### config.mk
export PLATFORM = sky130hd
export DESIGN_NAME = amem_ctrl
export DESIGN_NICKNAME = d
export VERILOG_FILES = /design/src/rtl/amem_pkg.sv /design/src/rtl/amem_sync.sv /design/src/rtl/amem_treg.sv /design/src/rtl/amem_phase.sv /design/src/rtl/amem_ctrl.sv
export SDC_FILE = /design/constraint.sdc
export NUM_CORES = 1
export LEC_CHECK = 0
export CAP_MARGIN = 20
export CELL_PAD_IN_SITES_DETAIL_PLACEMENT = 1
export CELL_PAD_IN_SITES_GLOBAL_PLACEMENT = 1
export CORE_AREA = 2 2 128 180
export DETAILED_ROUTE_END_ITERATION = 10
export DIE_AREA = 0 0 130 182
export MAX_ROUTING_LAYER = met4
export PLACE_DENSITY = 0.8
export SYNTH_ARGS = -nofsm -noshare
export SYNTH_HDL_FRONTEND = slang
export SYNTH_SLANG_ARGS = --single-unit
### constraint.sdc
create_clock -name clk -period 2.5 [get_ports clk]
set_input_delay 0.25 -clock clk [delete_from_list [all_inputs] [get_ports clk]]
set_output_delay 0.25 -clock clk [all_outputs]
set_load 0.01 [all_outputs]
### src/rtl/amem_pkg.sv
package amem_pkg;
  parameter int unsigned TW = 4;
  localparam int unsigned CTIM_W = 6 * TW;

  typedef logic [TW-1:0] tcnt_t;

  typedef struct packed {
    tcnt_t wr_hold;
    tcnt_t wr_strobe;
    tcnt_t wr_setup;
    tcnt_t rd_hold;
    tcnt_t rd_strobe;
    tcnt_t rd_setup;
  } ctim_t;

  typedef enum logic [1:0] {PH_IDLE, PH_SETUP, PH_STROBE, PH_HOLD} phase_t;

  // counter load value: a zero field acts as one clock
  function automatic tcnt_t cnt_load(tcnt_t v);
    return (v == '0) ? '0 : tcnt_t'(v - 1'b1);
  endfunction
endpackage

### src/rtl/amem_sync.sv
module amem_sync #(
  parameter int unsigned STAGES = 2
) (
  input  logic clk,
  input  logic rst_n,
  input  logic d_async,
  output logic q_sync
);
  logic [STAGES-1:0] chain;

  generate
    for (genvar i = 0; i < STAGES; i++) begin : g_stage
      if (i == 0) begin : g_first
        always_ff @(posedge clk or negedge rst_n) begin
          if (!rst_n) chain[0] <= 1'b0;
          else        chain[0] <= d_async;
        end
      end else begin : g_next
        always_ff @(posedge clk or negedge rst_n) begin
          if (!rst_n) chain[i] <= 1'b0;
          else        chain[i] <= chain[i-1];
        end
      end
    end
  endgenerate

  assign q_sync = chain[STAGES-1];
endmodule

### src/rtl/amem_treg.sv
module amem_treg
  import amem_pkg::*;
#(
  parameter int unsigned NUM_CS = 4,
  localparam int unsigned CS_W = (NUM_CS > 1) ? $clog2(NUM_CS) : 1
) (
  input  logic                   clk,
  input  logic                   rst_n,
  input  logic                   we,
  input  logic [CS_W-1:0]        sel,
  input  logic [CTIM_W-1:0]      wdata,
  output ctim_t [NUM_CS-1:0]     tim
);
  generate
    for (genvar i = 0; i < NUM_CS; i++) begin : g_space
      always_ff @(posedge clk or negedge rst_n) begin
        if (!rst_n)
          tim[i] <= '0;
        else if (we && (sel == CS_W'(i)))
          tim[i] <= ctim_t'(wdata);
      end
    end
  endgenerate
endmodule

### src/rtl/amem_phase.sv
module amem_phase
  import amem_pkg::*;
#(
  parameter int unsigned DATA_W = 32
) (
  input  logic              clk,
  input  logic              rst_n,
  input  logic              start,
  input  logic              start_write,
  input  ctim_t             tim,
  input  logic              rdy_s,
  input  logic [DATA_W-1:0] dq_in,
  output logic              busy,
  output logic              strobe,
  output logic              is_write,
  output logic              done,
  output logic [DATA_W-1:0] rdata
);
  phase_t state;
  tcnt_t  cnt;
  tcnt_t  strobe_len;
  tcnt_t  hold_len;

  always_ff @(posedge clk or negedge rst_n) begin
    if (!rst_n) begin
      state      <= PH_IDLE;
      cnt        <= '0;
      strobe_len <= '0;
      hold_len   <= '0;
      is_write   <= 1'b0;
      done       <= 1'b0;
      rdata      <= '0;
    end else begin
      done <= 1'b0;
      unique case (state)
        PH_IDLE: begin
          if (start) begin
            state      <= PH_SETUP;
            is_write   <= start_write;
            cnt        <= cnt_load(start_write ? tim.wr_setup  : tim.rd_setup);
            strobe_len <= cnt_load(start_write ? tim.wr_strobe : tim.rd_strobe);
            hold_len   <= cnt_load(start_write ? tim.wr_hold   : tim.rd_hold);
          end
        end
        PH_SETUP: begin
          if (cnt == '0) begin
            state <= PH_STROBE;
            cnt   <= strobe_len;
          end else begin
            cnt <= cnt - 1'b1;
          end
        end
        PH_STROBE: begin
          if (cnt != '0) begin
            cnt <= cnt - 1'b1;
          end else if (rdy_s) begin
            state <= PH_HOLD;
            cnt   <= hold_len;
            if (!is_write) rdata <= dq_in;
          end
        end
        PH_HOLD: begin
          if (cnt == '0) begin
            state <= PH_IDLE;
            done  <= 1'b1;
          end else begin
            cnt <= cnt - 1'b1;
          end
        end
        default: state <= PH_IDLE;
      endcase
    end
  end

  assign busy   = (state != PH_IDLE);
  assign strobe = (state == PH_STROBE);

  AST_RDY_STRETCH: assert property (@(posedge clk) disable iff (!rst_n)
    (state == PH_STROBE && !rdy_s) |=> (state == PH_STROBE));

  AST_HOLD_FOLLOWS: assert property (@(posedge clk) disable iff (!rst_n)
    ($past(state) == PH_STROBE && state != PH_STROBE) |-> (state == PH_HOLD));

  AST_DONE_FROM_HOLD: assert property (@(posedge clk) disable iff (!rst_n)
    $rose(done) |-> ($past(state) == PH_HOLD));
endmodule

### src/rtl/amem_ctrl.sv
module amem_ctrl
  import amem_pkg::*;
#(
  parameter int unsigned NUM_CS      = 4,
  parameter int unsigned ADDR_W      = 20,
  parameter int unsigned DATA_W      = 32,
  parameter int unsigned BE_W        = 4,
  parameter int unsigned SYNC_STAGES = 2,
  localparam int unsigned CS_W = (NUM_CS > 1) ? $clog2(NUM_CS) : 1
) (
  input  logic              clk,
  input  logic              rst_n,
  input  logic              cfg_we,
  input  logic [CS_W-1:0]   cfg_sel,
  input  logic [CTIM_W-1:0] cfg_data,
  input  logic              req_valid,
  output logic              req_ready,
  input  logic [CS_W-1:0]   req_cs,
  input  logic [ADDR_W-1:0] req_addr,
  input  logic [BE_W-1:0]   req_be,
  input  logic              req_write,
  input  logic [DATA_W-1:0] req_wdata,
  output logic              rsp_done,
  output logic [DATA_W-1:0] rsp_rdata,
  output logic [NUM_CS-1:0] mem_ce_n,
  output logic [BE_W-1:0]   mem_be_n,
  output logic [ADDR_W-1:0] mem_addr,
  output logic              mem_oe_n,
  output logic              mem_re_n,
  output logic              mem_we_n,
  output logic [DATA_W-1:0] mem_dq_out,
  output logic              mem_dq_oe,
  input  logic [DATA_W-1:0] mem_dq_in,
  input  logic              mem_rdy
);
  ctim_t [NUM_CS-1:0] tim_all;
  logic               rdy_s;
  logic               busy;
  logic               strobe;
  logic               is_write;
  logic               accept;
  logic [CS_W-1:0]    cs_q;
  logic [ADDR_W-1:0]  addr_q;
  logic [BE_W-1:0]    be_q;
  logic [DATA_W-1:0]  wdata_q;

  amem_treg #(.NUM_CS(NUM_CS)) i_treg (
    .clk(clk), .rst_n(rst_n), .we(cfg_we), .sel(cfg_sel),
    .wdata(cfg_data), .tim(tim_all)
  );

  amem_sync #(.STAGES(SYNC_STAGES)) i_sync (
    .clk(clk), .rst_n(rst_n), .d_async(mem_rdy), .q_sync(rdy_s)
  );

  assign req_ready = !busy;
  assign accept    = req_valid && req_ready;

  amem_phase #(.DATA_W(DATA_W)) i_phase (
    .clk(clk), .rst_n(rst_n), .start(accept), .start_write(req_write),
    .tim(tim_all[req_cs]), .rdy_s(rdy_s), .dq_in(mem_dq_in),
    .busy(busy), .strobe(strobe), .is_write(is_write),
    .done(rsp_done), .rdata(rsp_rdata)
  );

  always_ff @(posedge clk or negedge rst_n) begin
    if (!rst_n) begin
      cs_q    <= '0;
      addr_q  <= '0;
      be_q    <= '0;
      wdata_q <= '0;
    end else if (accept) begin
      cs_q    <= req_cs;
      addr_q  <= req_addr;
      be_q    <= req_be;
      wdata_q <= req_wdata;
    end
  end

  always_comb begin
    mem_ce_n = '1;
    if (busy) mem_ce_n[cs_q] = 1'b0;
  end

  assign mem_be_n   = busy ? ~be_q : '1;
  assign mem_addr   = addr_q;
  assign mem_oe_n   = !(busy && !is_write);
  assign mem_re_n   = !(strobe && !is_write);
  assign mem_we_n   = !(strobe && is_write);
  assign mem_dq_oe  = busy && is_write;
  assign mem_dq_out = wdata_q;

  AST_ONE_CE: assert property (@(posedge clk) disable iff (!rst_n)
    $countones(~mem_ce_n) <= 1);

  AST_STB_EXCL: assert property (@(posedge clk) disable iff (!rst_n)
    !(!mem_re_n && !mem_we_n));

  AST_DQ_WRITE_ONLY: assert property (@(posedge clk) disable iff (!rst_n)
    mem_dq_oe |-> (mem_oe_n && mem_re_n));

  AST_SETUP_FIRST: assert property (@(posedge clk) disable iff (!rst_n)
    ($fell(mem_re_n) || $fell(mem_we_n)) |-> ($past(mem_ce_n) != '1));

  AST_ACCEPT_BUSY: assert property (@(posedge clk) disable iff (!rst_n)
    (req_valid && req_ready) |=> !req_ready);

  AST_DONE_PULSE: assert property (@(posedge clk) disable iff (!rst_n)
    rsp_done |=> !rsp_done);

  AST_DONE_IDLE: assert property (@(posedge clk) disable iff (!rst_n)
    rsp_done |-> (mem_ce_n == '1 && req_ready));
endmodule

== Yosys cells after proc, flatten, opt, wreduce, memory -nomap -nowiden ==
Cells that the tools add are included.
Cells by class
  bitwise operators: 4
  muxes and demuxes: 26
  equality and inequality tests: 13
  reduce and logical (&&, ||, !) cells: 27
  order comparisons: 3
  $add $sub $neg: 4
Operators with widths (count)
  4-bit 2-to-1 mux: 13
  24-bit binary-select mux with 2-bit select: 1
  24-bit 2-to-1 mux: 1
  4-bit logical NOT: 4
  4-bit case mux with 4 select lines: 1
  4-bit by 1-bit subtractor with 4-bit output, second input constant: 4
  1-bit logical AND: 10
  2-bit 2-to-1 mux: 5
  2-bit == test, second input constant: 4
  4-bit inverter: 2
  2-bit case mux with 4 select lines: 1
  2-bit by 3-bit less-than comparator with 1-bit output, second input constant: 2
  2-bit by 1-bit inequality test with 1-bit output, second input constant: 3
  2-bit inequality test, second input constant: 3
  1-bit logical NOT: 5
  5-bit AND reduction: 1
  2-bit by 1-bit == test with 1-bit output, second input constant: 2
  2-bit logical NOT: 2
  4-bit AND reduction: 1
  4-bit nonzero test: 1
  1-bit 2-to-1 mux: 3
  3-bit by 1-bit inequality test with 1-bit output, second input constant: 1
  3-bit AND reduction: 1
  1-bit demux with 2-bit select: 1
  4 further kinds: 5
Storage, ports and cells
  output and inout port bits: 98
  bits in registers: 204

== Logic depth before layout (Yosys ltp) ==
  word-level depth: 7
  depth in mapped cells: 9
  mapped depth without buffers: 7

== Modules after synthesis ==
Synthesis repeated with hierarchy kept, for this count alone.
Unflattened totals
  cells, all modules: 591
  area total of the unflattened synthesis: 9097.5 um^2
By module, submodules not included
  amem_treg: times used 1, area an instance 3597.2 um^2, seq. area each 2402.3 um^2, cells each 204
  amem_ctrl: times used 1, area an instance 2852.7 um^2, seq. area each 1451.4 um^2, cells each 168
  amem_phase: times used 1, area an instance 2597.5 um^2, seq. area each 1201.2 um^2, cells each 217
  amem_sync: times used 1, area an instance 50.0 um^2, seq. area each 50.0 um^2, cells each 2

== Worst setup path after synthesis ==
No wires, ideal clock.
  path kind: register to register
  start point: register i_phase.cnt[0]
  end point: register i_phase.rdata[10]
  library setup time: 125 ps
  clock period less this slack: 2153 ps
  arrival time: 2029 ps
  setup slack: 347 ps
  cell stages (with the launch flop): 8
  required time: 2375 ps
  path through: dfrtp_1 > inv_1 > ha_1 > or3b_2 > clkbuf_1 > nor3_2 > buf_2 > mux2_2
On the way
  word-level cells in the longest chain between the ends: 3
RTL lines
  from (decl): line amem_phase.sv:20  | tcnt_t cnt;
  from (signal assigned): line amem_phase.sv:40  | cnt <= cnt_load(start_write ? tim.wr_setup : tim.rd_setup);
  from (signal assigned): line amem_phase.sv:48  | cnt <= strobe_len;
  from (signal assigned): line amem_phase.sv:50  | cnt <= cnt - 1'b1;
  4-bit nonzero test: line amem_phase.sv:54  | if (cnt != '0) begin
  1-bit inverter (no line)
  4-bit AND reduction (no line)
  to (signal assigned): line amem_phase.sv:59  | if (!is_write) rdata <= dq_in;
  to (decl): line amem_phase.sv:17  | output logic [DATA_W-1:0] rdata
No other way between the ends.
A chain may end at the register's enable or synchronous reset.

== Final worst setup path ==
  start point: register i_phase.state[0]
  end point: output mem_re_n
On the way
  word-level cells in the longest chain between the ends: 3
RTL lines
  from (decl): line amem_phase.sv:19  | phase_t state;
  from (signal assigned): line amem_phase.sv:26  | state <= PH_IDLE;
  from (signal assigned): line amem_phase.sv:38  | state <= PH_SETUP;
  from (signal assigned): line amem_phase.sv:47  | state <= PH_STROBE;
  2-bit == test: line amem_phase.sv:76  | assign strobe = (state == PH_STROBE);
  1-bit logical AND: line amem_ctrl.sv:88  | assign mem_re_n = !(strobe && !is_write);
  1-bit logical NOT: line amem_ctrl.sv:88
  to (decl): line amem_ctrl.sv:29  | output logic mem_re_n,
No other way between the ends.

==> key figures <==
Setup path
  – Crit path arrival time: 2.11 ns
  – Largest delay share family, worst path: buffers and inverters
  – Kind of critical path: reg -> out
  – Slowest CP cell: clkdlybuf4s50_1
  – CP Data Required Time: 2.25 ns
  – Worst Path Buf+Inv: 2
  – Setup crit end kind: output pin
  – Critical path's largest stage delay: between 0.5 and 0.6 ns
  – Critical Path Source Type: flip-flop
  – Cell Chain, Critical Path: inv_1 -> ha_1 -> nand2b_1 -> clkdlybuf4s50_1
  – CP Max Fanout: 9

Logic synthesis
  – EDFF count, synth: 0
  – Mapped Area: between 8000 and 9000 um2
  – Unique masters post-synth: 44
  – Synth top area share: 0.587
  – Warnings, synthesis: 0
  – Avg Cell Area, Syn: roughly 15 um2
  – Synth Flop Type: dfrtp_1
  – FF+latch count, synth: about 200
  – Share of flip-flops with an asynchronous set or reset: 1.00
  – Syn Inst Count: about 570
  – Most frequent cells after synthesis: dfrtp_1, mux2_2, clkbuf_1, nand2_1, mux4_2
  – Seq/Total Area, Yosys: 0.587
  – Syn nets: 693
  – Leading area contributor after synthesis: dfrtp_1
  – Largest cells by area after synthesis: dfrtp_1, mux2_2, mux4_2
  – Most common cell in the netlist: dfrtp_1

Min path
  – HP Class: in -> reg

Finish
  – N_diodes: 0
  – Non-filler instance count after layout: about 1100
  – Filler cells: between 2000 and 2500
  – Layout cells sized above 1: 0.341
  – Layout Nets: just over 900
  – Area Growth Syn to Fin: 39.9%
  – Post-route cell area: 12200 um2

Clock tree
  – H-tree Lvls: 1
  – Clock sinks: about 200
  – CTS tree: yes
  – Worst skew pair latency: ~0.5 ns
  – Root Buffer: clkbuf_16
  – Reg clk slew, reported paths: about 0.06 ns
  – Cts bufs inserted: 22
  – Clock Tree Buf Depth: 3

Global routing
  – Grt ovf: 0
  – Largest net degree at the start of global routing: between 60 and 70
  – Vias in the first global route: between 6000 and 7000
  – Total Routing Usage GR: 0.198
  – Initial antenna violation count: 0
  – First-pass GRT wire length: between 30000 and 40000 um

Run
  – MaxCap Viol Count: 0

Route
  – Post-route ant nets: 0
  – Metal-1 WL: 8250 um
  – Initial DRC Count: approximately 160
  – Vias per cell: roughly 5
  – Top sig layer: met4
  – Routed wire length per instance: around 20 um
  – Vias: around 5700
  – Router iterations before antenna repair: 4
  – WL met3: 952 um
  – WL met2: approximately 13000 um
  – DR DRC count: 0
  – Routed WL: roughly 22000 um

Timing
  – RSZ-0062 raised after global routing: false
  – Worst slew pin tran: just under 0.6 ns
  – Endpoints failing hold: 0
  – Final setup viols: 0
  – FMAX: 425 MHz
  – TNS Setup: 0 ns
  – Worst slew margin: 0.606
  – Max-slew violations: 0
  – Final Worst Setup Slack: 0.144 ns
  – Clock Skews: 0.00809 ns
  – Final Cycle Share: 0.942
  – Tmin final: approximately 2.4 ns

Floorplanning
  – Die X: 130 um
  – Total die area: ~24000 um2
  – Initial Util: 0.392
  – Die Y: 182 um
  – Core Footprint: approximately 22000 um2
  – # IOs: 220
  – Site row count: 65

Place
  – Routability cong.: 0.770
  – Placed cell count: 1080
  – IO buf count: about 220
  – Placed inst area: around 11000 um2
  – Dpl ws: -0.105 ns
  – HPWL Detailed: 16300 um

Pwr
  – Switching power total: between 0.003 and 0.004 W
  – Switching portion of total power: 0.296
  – PwrDens: 1100 nW/um2
  – Lkg Pwr: 5.15 nW
  – Pwr Total: between 0.01 and 0.015 W
  – Gate power share: 0.380
  – Internal power: ~0.0094 W
  – Maximum VDD drop: roughly 0.55 mV
  – Flop pwr share: 0.383
  – Clock Power Share: 0.237

Status
  – Status: completed
## stage by stage
stage | utilization | hold slack [ns]
after CTS | 0.547 | 0.179
after global routing | 0.548 | 0.184
final | 0.548 | 0.198
after floorplan | - | -0.0456
after detailed placement | 0.515 | 0.284
after global placement | 0.515 | 0.275
## timing repair
item,in CTS,in global routing
buffers inserted,0,0
endpoints found under the setup margin,9,6
hold endpoints to repair,64,0
hold buffers,1,0
gates resized for setup,2,1
## routing by layer
| layer | track usage | up-vias |
|---|---|---|
| met1 | 0.219 | 2983 |
| met5 | - | - |
| met4 | 0.0559 | 0 |
| met3 | 0.0256 | 43 |
| li1 | - | 2548 |
| met2 | 0.366 | 155 |
## worst paths after layout
check	from	endpoint	slack, ns	cells after the start
setup / recovery	i_phase.state[0]$_DFFE_PN0P_	mem_re_n	0.14	4
hold / removal	mem_rdy	i_sync.chain[0]$_DFF_PN0_	0.20	1
setup reg to reg	i_phase.cnt[0]$_DFFE_PN0P_	i_phase.rdata[3]$_DFFE_PN0P_	0.29	6
hold reg to reg	i_sync.chain[0]$_DFF_PN0_	i_sync.q_sync$_DFF_PN0_	0.36	0
max in group asynchronous	rst_n	i_phase.done$_DFF_PN0_	1.37	3
min in group asynchronous	rst_n	i_treg.tim[64]$_DFFE_PN0P_	0.29	2
## worst register-to-register path, cell delays in order (launching register included)
cell     delay (ns)
dfrtp_1        0.39
inv_1          0.14
ha_1           0.18
or3b_2         0.57
nor3_4         0.19
buf_12         0.23
mux2_2         0.39
## flip-flops by register name (all words and copies together) (netlist names), 2 cells and up
signal / cells
cs_q: 2
mem_dq_out: 32
i_treg.tim: 96
be_q: 4
i_phase.rdata: 32
i_phase.cnt: 4
i_phase.hold_len: 4
mem_addr: 20
i_phase.strobe_len: 4
i_phase.state: 2
## kinds of logic (layout without fill, tap and decap cells)
kind of cell | count (synthesis) | count (layout) | synth area share
adder cells (fa/ha/maj) | 6 | 6 | 0.00863
flip-flops | 204 | 204 | 0.587
multiplexers | 226 | 226 | 0.325
AND/OR/NAND/NOR | 52 | 52 | 0.0301
XOR/XNOR | 2 | 2 | 0.00201
buffers and inverters | 36 | 290 | 0.0174
AO/OA/AOI/OAI | 39 | 39 | 0.0296
## power by group through the flow
stage / logic [W] / registers [W] / clock network [W]
finish: 0.00509 / 0.00513 / 0.00317
global route: 0.00548 / 0.00529 / 0.00341
detailed placement: 0.00512 / 0.00520 / 0
CTS: 0.00516 / 0.00515 / 0.00327
global placement: 0.00492 / 0.00508 / 0
floorplan: 0.00220 / 0.00535 / 0
## cell usage in the layout, fill, tap and decap left out, types with 3 or more instances in the layout
cell	count
clkdlybuf4s50_1	217
dfrtp_1	204
mux2_2	192
clkbuf_16	23
nand2_1	19
mux4_2	18
buf_4	18
nor2_1	9
mux2i_1	9
o21ai_0	8
buf_12	7
mux4_1	6
clkbuf_1	6
inv_1	5
nor2b_1	5
a21oi_1	5
ha_1	5
clkinv_2	5
clkbuf_8	5
a21o_1	4
nand3_1	3
a22oi_1	3
o22ai_1	3
## area by class of cell
cell class / instances / area, um2 / share of cell area
flip-flops and latches: 204 / 5100 / 0.420
clock buffers: 33 / 653 / 0.0537
inverters: 6 / 22.5 / 0.00185
multi-input cells: 325 / 3470 / 0.286
repair buffers: 245 / 2480 / 0.204
clock inverters: 6 / 55.1 / 0.00453
well taps: 301 / 377 / 0.0310
No activity file was read; power rests on OpenSTA's default activity.
